File: config.mk
export PLATFORM = sky130hd
export DESIGN_NAME = chain_xfer
export DESIGN_NICKNAME = d
export VERILOG_FILES = /design/src/rtl/chain_xfer_pkg.sv /design/src/rtl/chain_xfer_arb.sv /design/src/rtl/chain_xfer_seq.sv /design/src/rtl/chain_xfer.sv
export SDC_FILE = /design/constraint.sdc
export NUM_CORES = 1
export LEC_CHECK = 0
export ABC_AREA = 0
export BUFFER_PORTS_ARGS = -buffer_cell sky130_fd_sc_hd__buf_2
export CAP_MARGIN = 40
export CORE_ASPECT_RATIO = 1.25
export CORE_MARGIN = 4
export CORE_UTILIZATION = 40
export CTS_BUF_LIST = sky130_fd_sc_hd__clkbuf_16
export DETAILED_ROUTE_END_ITERATION = 6
export MAX_ROUTING_LAYER = met4
export PLACE_DENSITY = 0.68
export SLEW_MARGIN = 25
export SYNTH_ARGS = -nofsm -noshare
export SYNTH_HDL_FRONTEND = slang
export SYNTH_SLANG_ARGS = --single-unit
File: constraint.sdc
create_clock -name clk_i -period 2.31 [get_ports clk_i]
set_input_delay 0.231 -clock clk_i [delete_from_list [all_inputs] [get_ports clk_i]]
set_output_delay 0.231 -clock clk_i [all_outputs]
set_load 0.01 [all_outputs]
File: src/rtl/chain_xfer_pkg.sv
package chain_xfer_pkg;
  typedef enum logic [2:0] {
    S_IDLE, S_VEC, S_DESC, S_RD, S_WR, S_WB, S_LINK
  } seq_st_e;

  localparam int CTRL_W     = 5;
  localparam int CB_CHAIN   = 0;
  localparam int CB_IRQ     = 1;
  localparam int CB_SINC    = 2;
  localparam int CB_DINC    = 3;
  localparam int CB_WB      = 4;
  localparam int DESC_WORDS = 4;
endpackage

File: src/rtl/chain_xfer_arb.sv
module chain_xfer_arb #(
  parameter int NREQ = 4,
  parameter int IW   = 2
) (
  input  logic            clk_i,
  input  logic            rst_ni,
  input  logic [NREQ-1:0] act_i,
  input  logic            take_i,
  output logic            gnt_vld_o,
  output logic [IW-1:0]   gnt_idx_o,
  output logic [NREQ-1:0] gnt_oh_o
);
  logic [NREQ-1:0] pend_q;

  // lowest index wins
  always_comb begin
    gnt_oh_o  = '0;
    gnt_idx_o = '0;
    for (int i = NREQ - 1; i >= 0; i--) begin
      if (pend_q[i]) begin
        gnt_oh_o    = '0;
        gnt_oh_o[i] = 1'b1;
        gnt_idx_o   = IW'(i);
      end
    end
  end

  assign gnt_vld_o = |pend_q;

  // a new pulse on the granted source keeps it pending
  always_ff @(posedge clk_i or negedge rst_ni) begin
    if (!rst_ni) pend_q <= '0;
    else         pend_q <= (pend_q & ~(take_i ? gnt_oh_o : '0)) | act_i;
  end
endmodule

File: src/rtl/chain_xfer_seq.sv
module chain_xfer_seq
  import chain_xfer_pkg::*;
#(
  parameter int          AW       = 32,
  parameter int          DW       = 32,
  parameter int          IW       = 2,
  parameter logic [31:0] VEC_BASE = 32'h0
) (
  input  logic          clk_i,
  input  logic          rst_ni,
  input  logic          gnt_vld_i,
  input  logic [IW-1:0] gnt_idx_i,
  output logic          take_o,
  output logic          mem_req_o,
  output logic          mem_we_o,
  output logic [AW-1:0] mem_addr_o,
  output logic [DW-1:0] mem_wdata_o,
  input  logic          mem_ack_i,
  input  logic [DW-1:0] mem_rdata_i,
  output logic          busy_o,
  output logic          irq_o
);
  localparam int          STEP      = DW / 8;
  localparam logic [AW-1:0] STEP_A  = AW'(STEP);
  localparam logic [AW-1:0] DESC_SZ = AW'(DESC_WORDS * STEP);

  seq_st_e             st_q;
  logic [IW-1:0]       idx_q;
  logic [AW-1:0]       ptr_q, src_q, dst_q;
  logic [DW-1:0]       cnt_q, data_q;
  logic [CTRL_W-1:0]   ctrl_q;
  logic [1:0]          widx_q;
  logic                irq_q;
  logic [AW-1:0]       word_addr;

  assign word_addr = ptr_q + STEP_A * AW'(widx_q);
  assign take_o    = (st_q == S_IDLE) && gnt_vld_i;
  assign busy_o    = (st_q != S_IDLE);
  assign irq_o     = irq_q;

  always_comb begin
    mem_req_o   = 1'b0;
    mem_we_o    = 1'b0;
    mem_addr_o  = '0;
    mem_wdata_o = '0;
    unique case (st_q)
      S_VEC: begin
        mem_req_o  = 1'b1;
        mem_addr_o = AW'(VEC_BASE) + STEP_A * AW'(idx_q);
      end
      S_DESC: begin
        mem_req_o  = 1'b1;
        mem_addr_o = word_addr;
      end
      S_RD: begin
        mem_req_o  = 1'b1;
        mem_addr_o = src_q;
      end
      S_WR: begin
        mem_req_o   = 1'b1;
        mem_we_o    = 1'b1;
        mem_addr_o  = dst_q;
        mem_wdata_o = data_q;
      end
      S_WB: begin
        mem_req_o   = 1'b1;
        mem_we_o    = 1'b1;
        mem_addr_o  = word_addr;
        mem_wdata_o = (widx_q == 2'd0) ? DW'(src_q) : DW'(dst_q);
      end
      default: ;
    endcase
  end

  always_ff @(posedge clk_i or negedge rst_ni) begin
    if (!rst_ni) begin
      st_q   <= S_IDLE;
      idx_q  <= '0;
      ptr_q  <= '0;
      src_q  <= '0;
      dst_q  <= '0;
      cnt_q  <= '0;
      data_q <= '0;
      ctrl_q <= '0;
      widx_q <= '0;
      irq_q  <= 1'b0;
    end else begin
      irq_q <= 1'b0;
      unique case (st_q)
        S_IDLE: if (gnt_vld_i) begin
          idx_q <= gnt_idx_i;
          st_q  <= S_VEC;
        end
        S_VEC: if (mem_ack_i) begin
          ptr_q  <= mem_rdata_i[AW-1:0];
          widx_q <= 2'd0;
          st_q   <= S_DESC;
        end
        S_DESC: if (mem_ack_i) begin
          unique case (widx_q)
            2'd0: src_q <= mem_rdata_i[AW-1:0];
            2'd1: dst_q <= mem_rdata_i[AW-1:0];
            2'd2: cnt_q <= mem_rdata_i;
            default: ctrl_q <= mem_rdata_i[CTRL_W-1:0];
          endcase
          if (widx_q == 2'd3) begin
            widx_q <= 2'd0;
            if (cnt_q == '0) st_q <= mem_rdata_i[CB_WB] ? S_WB : S_LINK;
            else             st_q <= S_RD;
          end else begin
            widx_q <= widx_q + 2'd1;
          end
        end
        S_RD: if (mem_ack_i) begin
          data_q <= mem_rdata_i;
          st_q   <= S_WR;
        end
        S_WR: if (mem_ack_i) begin
          if (ctrl_q[CB_SINC]) src_q <= src_q + STEP_A;
          if (ctrl_q[CB_DINC]) dst_q <= dst_q + STEP_A;
          cnt_q <= cnt_q - DW'(1);
          if (cnt_q == DW'(1)) begin
            widx_q <= 2'd0;
            st_q   <= ctrl_q[CB_WB] ? S_WB : S_LINK;
          end else begin
            st_q <= S_RD;
          end
        end
        S_WB: if (mem_ack_i) begin
          if (widx_q == 2'd1) st_q <= S_LINK;
          widx_q <= 2'd1;
        end
        S_LINK: begin
          widx_q <= 2'd0;
          if (ctrl_q[CB_CHAIN]) begin
            ptr_q <= ptr_q + DESC_SZ;
            st_q  <= S_DESC;
          end else begin
            irq_q <= ctrl_q[CB_IRQ];
            st_q  <= S_IDLE;
          end
        end
        default: st_q <= S_IDLE;
      endcase
    end
  end
endmodule

File: src/rtl/chain_xfer.sv
module chain_xfer #(
  parameter int          AW       = 32,
  parameter int          DW       = 32,
  parameter int          NREQ     = 4,
  parameter logic [31:0] VEC_BASE = 32'h0
) (
  input  logic            clk_i,
  input  logic            rst_ni,
  input  logic [NREQ-1:0] act_i,
  output logic            mem_req_o,
  output logic            mem_we_o,
  output logic [AW-1:0]   mem_addr_o,
  output logic [DW-1:0]   mem_wdata_o,
  input  logic            mem_ack_i,
  input  logic [DW-1:0]   mem_rdata_i,
  output logic            busy_o,
  output logic            irq_o
);
  localparam int IW = (NREQ > 1) ? $clog2(NREQ) : 1;

  logic            gnt_vld, take;
  logic [IW-1:0]   gnt_idx;
  logic [NREQ-1:0] gnt_oh;

  chain_xfer_arb #(.NREQ(NREQ), .IW(IW)) u_arb (
    .clk_i     (clk_i),
    .rst_ni    (rst_ni),
    .act_i     (act_i),
    .take_i    (take),
    .gnt_vld_o (gnt_vld),
    .gnt_idx_o (gnt_idx),
    .gnt_oh_o  (gnt_oh)
  );

  chain_xfer_seq #(.AW(AW), .DW(DW), .IW(IW), .VEC_BASE(VEC_BASE)) u_seq (
    .clk_i       (clk_i),
    .rst_ni      (rst_ni),
    .gnt_vld_i   (gnt_vld),
    .gnt_idx_i   (gnt_idx),
    .take_o      (take),
    .mem_req_o   (mem_req_o),
    .mem_we_o    (mem_we_o),
    .mem_addr_o  (mem_addr_o),
    .mem_wdata_o (mem_wdata_o),
    .mem_ack_i   (mem_ack_i),
    .mem_rdata_i (mem_rdata_i),
    .busy_o      (busy_o),
    .irq_o       (irq_o)
  );
endmodule

# == Yosys cells after proc, flatten, opt, wreduce, memory -nomap -nowiden ==
# Index checks and enable logic that the tools add are counted.
# word_totals
ff_bits,177
input_bits,39
out_inout_bits,68
wordCells,122
# op_classes
n_addsub,6
eq_ne,25
n_mux,54
bitwise_logic,4
reduce_logical,22
# op_table
op,count
32-bit 2-to-1 mux,14
32-bit one-hot mux with 2 select lines,5
32-bit one-hot mux with 4 select lines,1
32-bit by 3-bit adder with 32-bit output (second input constant),2
32-bit by 4-bit adder with 32-bit output,1
32-bit by 5-bit adder with 32-bit output (second input constant),1
32-bit by 1-bit equality test with 1-bit output (second input constant),1
32-bit zero test,1
32-bit by 1-bit subtractor with 32-bit output (second input constant),1
3-bit 2-to-1 mux,10
2-bit 2-to-1 mux,13
3-bit one-hot mux with 7 select lines,1
4-bit 2-to-1 mux,5
2-bit by 1-bit != test with 1-bit output (second input constant),9
2-bit != test (second input constant),6
2-bit one-hot mux with 5 select lines,1
5-bit AND reduction,2
3-bit equality test (second input constant),3
8-bit AND reduction,1
3-bit by 2-bit equality test with 1-bit output (second input constant),2
3-bit AND reduction,2
6-bit AND reduction,1
5-bit nonzero test,1
5-bit OR reduction,1
19 further kinds,26

# == Depth between registers and ports, before layout ==
# Gate-level depths: netlist (run 1).
# logic_depth
word_depth,8
depth_mapped,9
mapped_depth_nobuf,7

# == Modules after synthesis ==
# A second synthesis (run 1) with hierarchy kept.
# unflattened
cells_unflattened,1410
area_unflattened_um2,11886.4
# by_module_without_submodules
module,instances,cells_per_inst,area_per_inst_um2,seq_area_each_um2
chain_xfer_seq,1,1387,11656.2,4329.2
chain_xfer_arb,1,23,230.2,100.1

# == Worst setup path after synthesis (run 1) ==
# OpenSTA, ideal clock, no wires.
# synth_timing
path_type,reg-to-output
from,register u_seq.widx_q[1]
to,output port mem_wdata_o[0]
arrival_time_ns,1.929
t_required_ns,2.079
slack_ns,0.150
path_stages_with_launch,7
path_cell_list,dfrtp_1 inv_1 ha_1 clkbuf_1 buf_1 mux2i_1 a211oi_1
# synth_between
elab_chain_len,3
# synth_lines
element,line,text
"start, declared",chain_xfer_seq.sv:32,logic [1:0] widx_q;
"start signal, assigned",chain_xfer_seq.sv:111,widx_q <= widx_q + 2'd1;
2-bit zero test,chain_xfer_seq.sv:69,mem_wdata_o = (widx_q == 2'd0) ? DW'(src_q) : DW'(dst_q);
32-bit 2-to-1 mux,chain_xfer_seq.sv:69,
32-bit one-hot mux with 2 select lines,chain_xfer_seq.sv:46,unique case (st_q)
"end, declared",chain_xfer.sv:13,"output logic [DW-1:0] mem_wdata_o,"
# No other way between the ends.

# == Final worst setup path (run 1) ==
# layout_timing
from,register u_seq.ptr_q[8]
to,output port mem_addr_o[31]
# layout_between
elab_chain_len,2
# layout_lines
element,line,text
"start, declared",chain_xfer_seq.sv:29,"logic [AW-1:0] ptr_q, src_q, dst_q;"
"start signal, assigned",chain_xfer_seq.sv:95,ptr_q <= mem_rdata_i[AW-1:0];
"start signal, assigned",chain_xfer_seq.sv:136,ptr_q <= ptr_q + DESC_SZ;
32-bit by 4-bit adder with 32-bit output,chain_xfer_seq.sv:36,assign word_addr = ptr_q + STEP_A * AW'(widx_q);
32-bit one-hot mux with 4 select lines,chain_xfer_seq.sv:46,
"end, declared",chain_xfer.sv:12,"output logic [AW-1:0] mem_addr_o,"
# No other way between the ends.

==> results.sh, run 1 <==
export IMPL_grt_pass1_wl_um=66900
export IMPL_die_h_um=202
export IMPL_clock_skew_ns=0.0153
export IMPL_dpl_cell_count=1906
export IMPL_whs_endpoint="u_seq.data_q[31]"
export IMPL_dr_pass1_iters=7
export IMPL_synth_edf_count=0
export IMPL_yosys_area_share_simple=0.200
export IMPL_finalMaxSlewViolations=0
export IMPL_die_area_sq_um=32800
export IMPL_worst_pin_slew_ns=0.506
export IMPL_violations="design-rule violations, negative setup slack"
export IMPL_ys_ff_latch=177
export IMPL_ir_worst_vdd_v=0.000729
export IMPL_routedWlPerCell_um=22.6
export IMPL_critical_path_top_delay_family="buffers and inverters"
export IMPL_yosysSeqAreaShare=0.369
export IMPL_ff2ff_path_depth=6
export IMPL_path_class="reg2out"
export IMPL_holdCritStartpoint="mem_rdata_i[31]"
export IMPL_grt_overflow_total=0
export IMPL_cp_common_cell="buf_6"
export IMPL_rows=70
export IMPL_start_kind="flip-flop"
export IMPL_hold_violations=0
export IMPL_avgSynthCellArea_sq_um=8.47
export IMPL_crit_required_ns=2.08
export IMPL_grtUsageTotal=0.262
export IMPL_leakagePower_nw=6.33
export IMPL_yosys_warnings=0
export IMPL_clock_sinks=177
export IMPL_crit_buf_inv=3
export IMPL_synthMuxAreaShare=0.0694
export IMPL_fin_nets=1635
export IMPL_cts_root_buf="clkbuf_16"
export IMPL_hold_slack_ns=0.0647
export IMPL_arrival_ns=2.30
export IMPL_maxCapViolCount=0
export IMPL_htreeDepth=4
export IMPL_min_period_ns=2.53
export IMPL_clkTransAtPathRegs_ns=0.08
export IMPL_synth_top_family_by_area="compound AO/OA/AOI/OAI gates"
export IMPL_postSynthCellCount=1417
export IMPL_syn2layout_area_growth_pct=28.3
export IMPL_worst_slack_ns=-0.218
export IMPL_synth_ff_type="dfrtp_1"
export IMPL_crit_path_max_fanout=7
export IMPL_worstSkewPairLatency_ns=0.45
export IMPL_syn_num_nets=1470
export IMPL_numCtsBuffers=17
export IMPL_drt_wl_total_um=44900
export IMPL_powerDensity_nw_per_um2=1400
export IMPL_vias_per_cell=6.42
export IMPL_drt_iter0_drc=1417
export IMPL_hold_path_class="in2reg"
export IMPL_slew_headroom=0.663
export IMPL_ctsLongestPathBuffers=2
export IMPL_synthXorXnorAreaFrac=0.0204
export IMPL_io_buffer_count=106
export IMPL_setup_viol=57
export IMPL_syn_cell_area_sq_um=12000
export IMPL_final_cells=1991
export IMPL_yosysUniqueCellTypes=78
export IMPL_antenna_cells=0
export IMPL_grt_antenna_before_repair=0
export IMPL_core_area_sq_um=29400
export IMPL_r2r_end="u_seq.dst_q[18]"
export IMPL_worst_setup_path_end_kind="output port"
export IMPL_grt_max_degree=57
export IMPL_drc=3
export IMPL_cp_cell_sequence="buf_6 > nand2_4 > nor3_4 > buf_6 > nand4_1 > xor2_1 > o211ai_1 > buf_2"
export IMPL_place_congestion=0.950
export IMPL_fin_crit_sh=1.09
export IMPL_initial_core_util=0.408
export IMPL_die_w_um=163
export IMPL_synth_compound_area_frac=0.274
export IMPL_async_flop_share=1.00
export IMPL_tritoncts="yes"
export IMPL_outcome="complete, but fails checks"
export IMPL_cp_slowest_stage_delay_ns=0.40
export IMPL_r2r_start="u_seq.dst_q[3]"
export IMPL_rsz0062_at_grt="yes"
export IMPL_hold_path_depth=2
export IMPL_layout_drive_gt1_share=0.289
export IMPL_dr_total_vias=12786
export IMPL_grt_pass1_vias=11938
export IMPL_max_clock_freq_mhz=396
export IMPL_dpl_hpwl_um=30500
export IMPL_yosys_area_share_adder=0.0152
export IMPL_slowest_stage="dfrtp_1"
export IMPL_io_pins=107
export IMPL_ant_nets=0
export IMPL_r2r_slack_ns=0.11
-- final cells by class --
| cell class | instances | area (sq um) |
|---|---|---|
| Tap cell | 396 | 495 |
| Multi-Input combinational cell | 1090 | 7480 |
| Timing Repair Buffer | 273 | 2310 |
| Clock buffer | 17 | 425 |
| Sequential cell | 177 | 4430 |
| Fill cell | 2662 | 14000 |
| Clock inverter | 15 | 159 |
| Inverter | 23 | 91.3 |
-- power breakdown --
group | switching [mW] | internal (mW)
clock | 1.41 | 1.61
sequential | 1.92 | 4.63
combinational | 6.57 | 5.35
total | 9.90 | 11.6
-- cell usage after synthesis (18+ instances only) --
| cell type | n | area share |
|---|---|---|
| dfrtp_1 | 177 | 0.37 |
| a21oi_1 | 139 | 0.058 |
| nand2_1 | 106 | 0.033 |
| nor2_1 | 106 | 0.033 |
| clkbuf_1 | 92 | 0.029 |
| o21ai_0 | 84 | 0.035 |
| nand3_1 | 76 | 0.032 |
| mux2_2 | 41 | 0.038 |
| nand4_1 | 38 | 0.020 |
| mux2i_1 | 37 | 0.031 |
| a211oi_1 | 35 | 0.022 |
| nor3_1 | 32 | 0.013 |
| o22a_1 | 32 | 0.023 |
| a22oi_1 | 31 | 0.019 |
| a31oi_1 | 26 | 0.014 |
| o22ai_1 | 26 | 0.014 |
| inv_1 | 22 | 0.0069 |
| and3_1 | 21 | 0.011 |
| xor2_1 | 20 | 0.015 |
| buf_1 | 18 | 0.0056 |
-- stage by stage --
stage                     TNS, ns  setup WS [ns]   util  total power, mW  cell area, sq um
after floorplan                 0          0.150      -             12.3             12000
final                       -4.53         -0.218  0.523             21.5             15400
after global routing        -8.13         -0.257  0.523             22.6             15400
after CTS                   -2.64         -0.190  0.502             20.2             14800
after detailed placement        0         0.0830  0.463             16.3             13600
after global placement          0          0.143  0.463             16.0             13600
-- cells by family after synthesis --
logic type                 count (synthesis)
AOI/OAI and AO/OA                        499
xor gates and xnor gates                  28
adders and majority gates                 14
buffers and inverters                    150
DFF                                      177
muxes                                     78
and+or+nand+nor                          471
-- placed cells by master, fill, tap and decap left out, types with 7 or more instances in the layout --
| master | synthesis | layout |
|---|---|---|
| a22oi_1 | 31 | 28 |
| nand4_1 | 38 | 38 |
| a211oi_1 | 35 | 25 |
| and4_1 | 7 | 7 |
| o211ai_1 | 11 | 11 |
| buf_6 | 5 | 21 |
| o22a_1 | 32 | 32 |
| a21oi_1 | 139 | 134 |
| nand2_1 | 106 | 94 |
| a41oi_1 | 7 | 7 |
| mux2i_1 | 37 | 23 |
| o31ai_1 | 12 | 12 |
| buf_2 | 10 | 104 |
| a31oi_1 | 26 | 26 |
| mux2i_2 | 0 | 11 |
| clkbuf_16 | 0 | 22 |
| and3_1 | 21 | 19 |
| nand2_2 | 0 | 9 |
| a31o_2 | 8 | 8 |
| o21ai_0 | 84 | 66 |
| or2_2 | 7 | 7 |
| dfrtp_1 | 177 | 175 |
| xor2_1 | 20 | 19 |
| and2_1 | 8 | 8 |
| nand3_1 | 76 | 72 |
| inv_1 | 22 | 20 |
| or4_1 | 7 | 7 |
| buf_4 | 1 | 112 |
| buf_12 | 0 | 20 |
| a211oi_2 | 0 | 10 |
| mux2_2 | 41 | 41 |
| nor4_1 | 17 | 14 |
| nor2_1 | 106 | 104 |
| a2bb2oi_1 | 14 | 14 |
| o21ai_1 | 1 | 17 |
| nor3_1 | 32 | 25 |
| o21a_1 | 9 | 9 |
| ha_1 | 13 | 9 |
| o22ai_1 | 26 | 26 |
-- sequential cells by signal (all words and copies together) (netlist names) --
register,cells
u_seq.ptr_q,32
u_arb.pend_q,4
u_seq.data_q,32
u_seq.st_q,3
u_seq.ctrl_q,5
u_seq.widx_q,2
u_seq.dst_q,32
u_seq.irq_o,1
u_seq.idx_q,2
u_seq.src_q,32
u_seq.cnt_q,32
-- routing by layer --
layer  up-vias  wire [um]  global-route usage
li1       5716          -                   -
met2       709      21600               0.411
met1      6234      18200               0.342
met3       127       3390              0.0385
met4         0       1690               0.100
met5         -          0                   -
-- worst max path at each step --
stage                     depth (start not counted)             from  slack, ns              end
after global routing                              8   u_seq.ptr_q[9]      -0.26   mem_addr_o[31]
after global placement                            6  u_seq.ptr_q[13]       0.14   mem_addr_o[16]
after detailed placement                          8   u_seq.cnt_q[1]       0.08  u_seq.cnt_q[30]
after CTS                                         7   u_seq.ptr_q[5]      -0.19   mem_addr_o[16]
final                                             8   u_seq.ptr_q[8]      -0.22   mem_addr_o[31]
after floorplan                                   6  u_seq.widx_q[1]       0.15   mem_wdata_o[0]
-- worst reg2reg max path, cell delays in order (launching register included) --
cell     delay (ns)
dfrtp_1        0.51
ha_1           0.29
nand2_1        0.13
or4_1          0.67
o31ai_1        0.28
a21oi_1        0.09
a21oi_1        0.14
-- repair_timing --
item                                    4_1_cts  5_1_grt
hold buffers                                  5        0
endpoints found under the setup margin       57       65
hold endpoints to repair                     44        0
setup buffers                                16       25
gates resized for setup                      72       85
pin swaps                                    45       36
gates cloned                                  2        7
(Power assumes the default switching activity.)
==> inputs of run 2 (changes only) <==
--- a/config.mk
+++ b/config.mk
@@ -13,7 +13,6 @@
 export CORE_UTILIZATION = 40
 export CTS_BUF_LIST = sky130_fd_sc_hd__clkbuf_16
 export DETAILED_ROUTE_END_ITERATION = 6
-export MAX_ROUTING_LAYER = met4
 export PLACE_DENSITY = 0.68
 export SLEW_MARGIN = 25
 export SYNTH_ARGS = -nofsm -noshare
==> results.sh, run 2 (same netlist as run 1, synthesis figures left out) <==
export IMPL_tritoncts="yes"
export IMPL_antenna_cells=0
export IMPL_htreeDepth=4
export IMPL_vias_per_cell=6.47
export IMPL_fin_crit_sh=1.08
export IMPL_hold_violations=0
export IMPL_io_pins=107
export IMPL_switchingPower_mw=10.0
export IMPL_violations="negative setup slack"
export IMPL_drc=0
export IMPL_finalMaxSlewViolations=0
export IMPL_combPwrFrac=0.553
export IMPL_rsz0062_at_grt="yes"
export IMPL_sw_frac_of_total=0.455
export IMPL_fin_nets=1624
export IMPL_powerDensity_nw_per_um2=1420
export IMPL_grt_antenna_before_repair=0
export IMPL_die_h_um=202
export IMPL_hold_path_class="in2reg"
export IMPL_dpl_hpwl_um=30300
export IMPL_crit_required_ns=2.08
export IMPL_pwr_share_seq=0.299
export IMPL_worst_setup_path_end_kind="output port"
export IMPL_path_class="reg2out"
export IMPL_initial_core_util=0.408
export IMPL_grtUsageTotal=0.257
export IMPL_clockPowerShare=0.148
export IMPL_worst_slack_ns=-0.195
export IMPL_p_int_mw=12.0
export IMPL_start_kind="flip-flop"
export IMPL_clock_sinks=177
export IMPL_outcome="complete, but fails checks"
export IMPL_worst_pin_slew_ns=0.516
export IMPL_power_mw=22.0
export IMPL_dr_total_vias=12810
export IMPL_die_area_sq_um=32800
export IMPL_leakagePower_nw=6.25
export IMPL_layout_drive_gt1_share=0.297
export IMPL_numCtsBuffers=17
export IMPL_critical_path_top_delay_family="simple AND/OR/NAND/NOR gates"
export IMPL_ir_worst_vdd_v=0.000915
export IMPL_grt_max_degree=61
export IMPL_place_congestion=0.992
export IMPL_layout_commonest_cell="dfrtp_1"
export IMPL_arrival_ns=2.27
export IMPL_cp_cell_sequence="ha_2 > nand2_2 > or3_4 > or3_4 > xor2_1 > o21ai_1 > buf_2"
export IMPL_final_cell_mix="173 x dfrtp_1, 134 x a21oi_1, 112 x buf_4"
export IMPL_routedWlPerCell_um=22.3
export IMPL_grt_overflow_total=0
export IMPL_clkTransAtPathRegs_ns=0.07
export IMPL_min_period_ns=2.50
export IMPL_worstSkewPairLatency_ns=0.44
export IMPL_grt_pass1_wl_um=67600
export IMPL_ant_nets=0
export IMPL_crit_buf_inv=1
export IMPL_clock_skew_ns=0.00835
export IMPL_core_area_sq_um=29400
export IMPL_rows=70
export IMPL_cp_common_cell="or3_4"
export IMPL_slowest_stage="or3_4"
export IMPL_ctsLongestPathBuffers=2
export IMPL_cp_slowest_stage_delay_ns=0.38
export IMPL_syn2layout_area_growth_pct=28.7
export IMPL_crit_path_max_fanout=2
export IMPL_final_core_util=0.525
export IMPL_drt_iter0_drc=1318
export IMPL_setup_viol=49
export IMPL_cts_root_buf="clkbuf_16"
export IMPL_max_clock_freq_mhz=399
export IMPL_io_buffer_count=106
export IMPL_grt_pass1_vias=12050
export IMPL_die_w_um=163
export IMPL_maxCapViolCount=0
export IMPL_dr_pass1_iters=6
export IMPL_drt_wl_total_um=44200
export IMPL_slew_headroom=0.656
[run 2: final timing paths]
check                      cells past startpoint        startpoint          endpoint  slack, ns
setup / recovery                               7    u_seq.ptr_q[4]    mem_addr_o[16]      -0.19
hold / removal                                 2   mem_rdata_i[31]  u_seq.data_q[31]       0.09
setup reg to reg                              10   u_seq.widx_q[1]   u_seq.src_q[24]       0.12
hold reg to reg                                1  u_seq.data_q[23]  u_seq.data_q[23]       0.51
max in group asynchronous                      3            rst_ni     u_seq.st_q[0]       1.23
min in group asynchronous                      2            rst_ni       u_seq.irq_o       0.29
[run 2: layout make-up]
cell class | count | area [sq um]
Clock inverter | 15 | 215
Clock buffer | 17 | 425
Inverter | 23 | 93.8
Multi-Input combinational cell | 1090 | 7660
Tap cell | 396 | 495
Timing Repair Buffer | 262 | 2110
Sequential cell | 177 | 4440
Fill cell | 2684 | 14000
[run 2: per-stage QoR]
step | instance area (sq um) | hold slack, ns | setup slack, ns | cells | setup TNS (ns)
floorplan | 12000 | -0.0646 | 0.150 | 1417 | 0
global placement | 13600 | 0.204 | 0.122 | 1907 | 0
detailed placement | 13600 | 0.206 | 0.0597 | 1907 | 0
CTS | 14900 | 0.0735 | -0.207 | 1965 | -3.18
global route | 15400 | 0.0898 | -0.267 | 1980 | -6.39
finish | 15400 | 0.0889 | -0.195 | 1980 | -3.63
[run 2: layer usage]
metal  vias up  global-route usage  share of wire
met1      6249               0.347           0.40
met5         -                   0              0
li1       5691                   -              -
met2       721               0.416           0.48
met4         0              0.0956          0.044
met3       149              0.0397          0.080
[run 2: power by group through the flow]
| stage | clock network (mW) | registers (mW) | logic (mW) |
|---|---|---|---|
| global route | 3.38 | 6.73 | 13.0 |
| CTS | 3.27 | 6.34 | 11.0 |
| detailed placement | 0 | 6.36 | 9.95 |
| finish | 3.24 | 6.57 | 12.1 |
| global placement | 0 | 6.29 | 9.75 |
| floorplan | 0 | 5.78 | 6.57 |
[run 2: timing repair]
item	CTS	global route
setup buffers	18	15
gates resized for setup	94	91
pin swaps	39	52
gates cloned	3	3
setup endpoints to repair	55	60
hold buffers	5	0
endpoints found under the hold margin	46	0
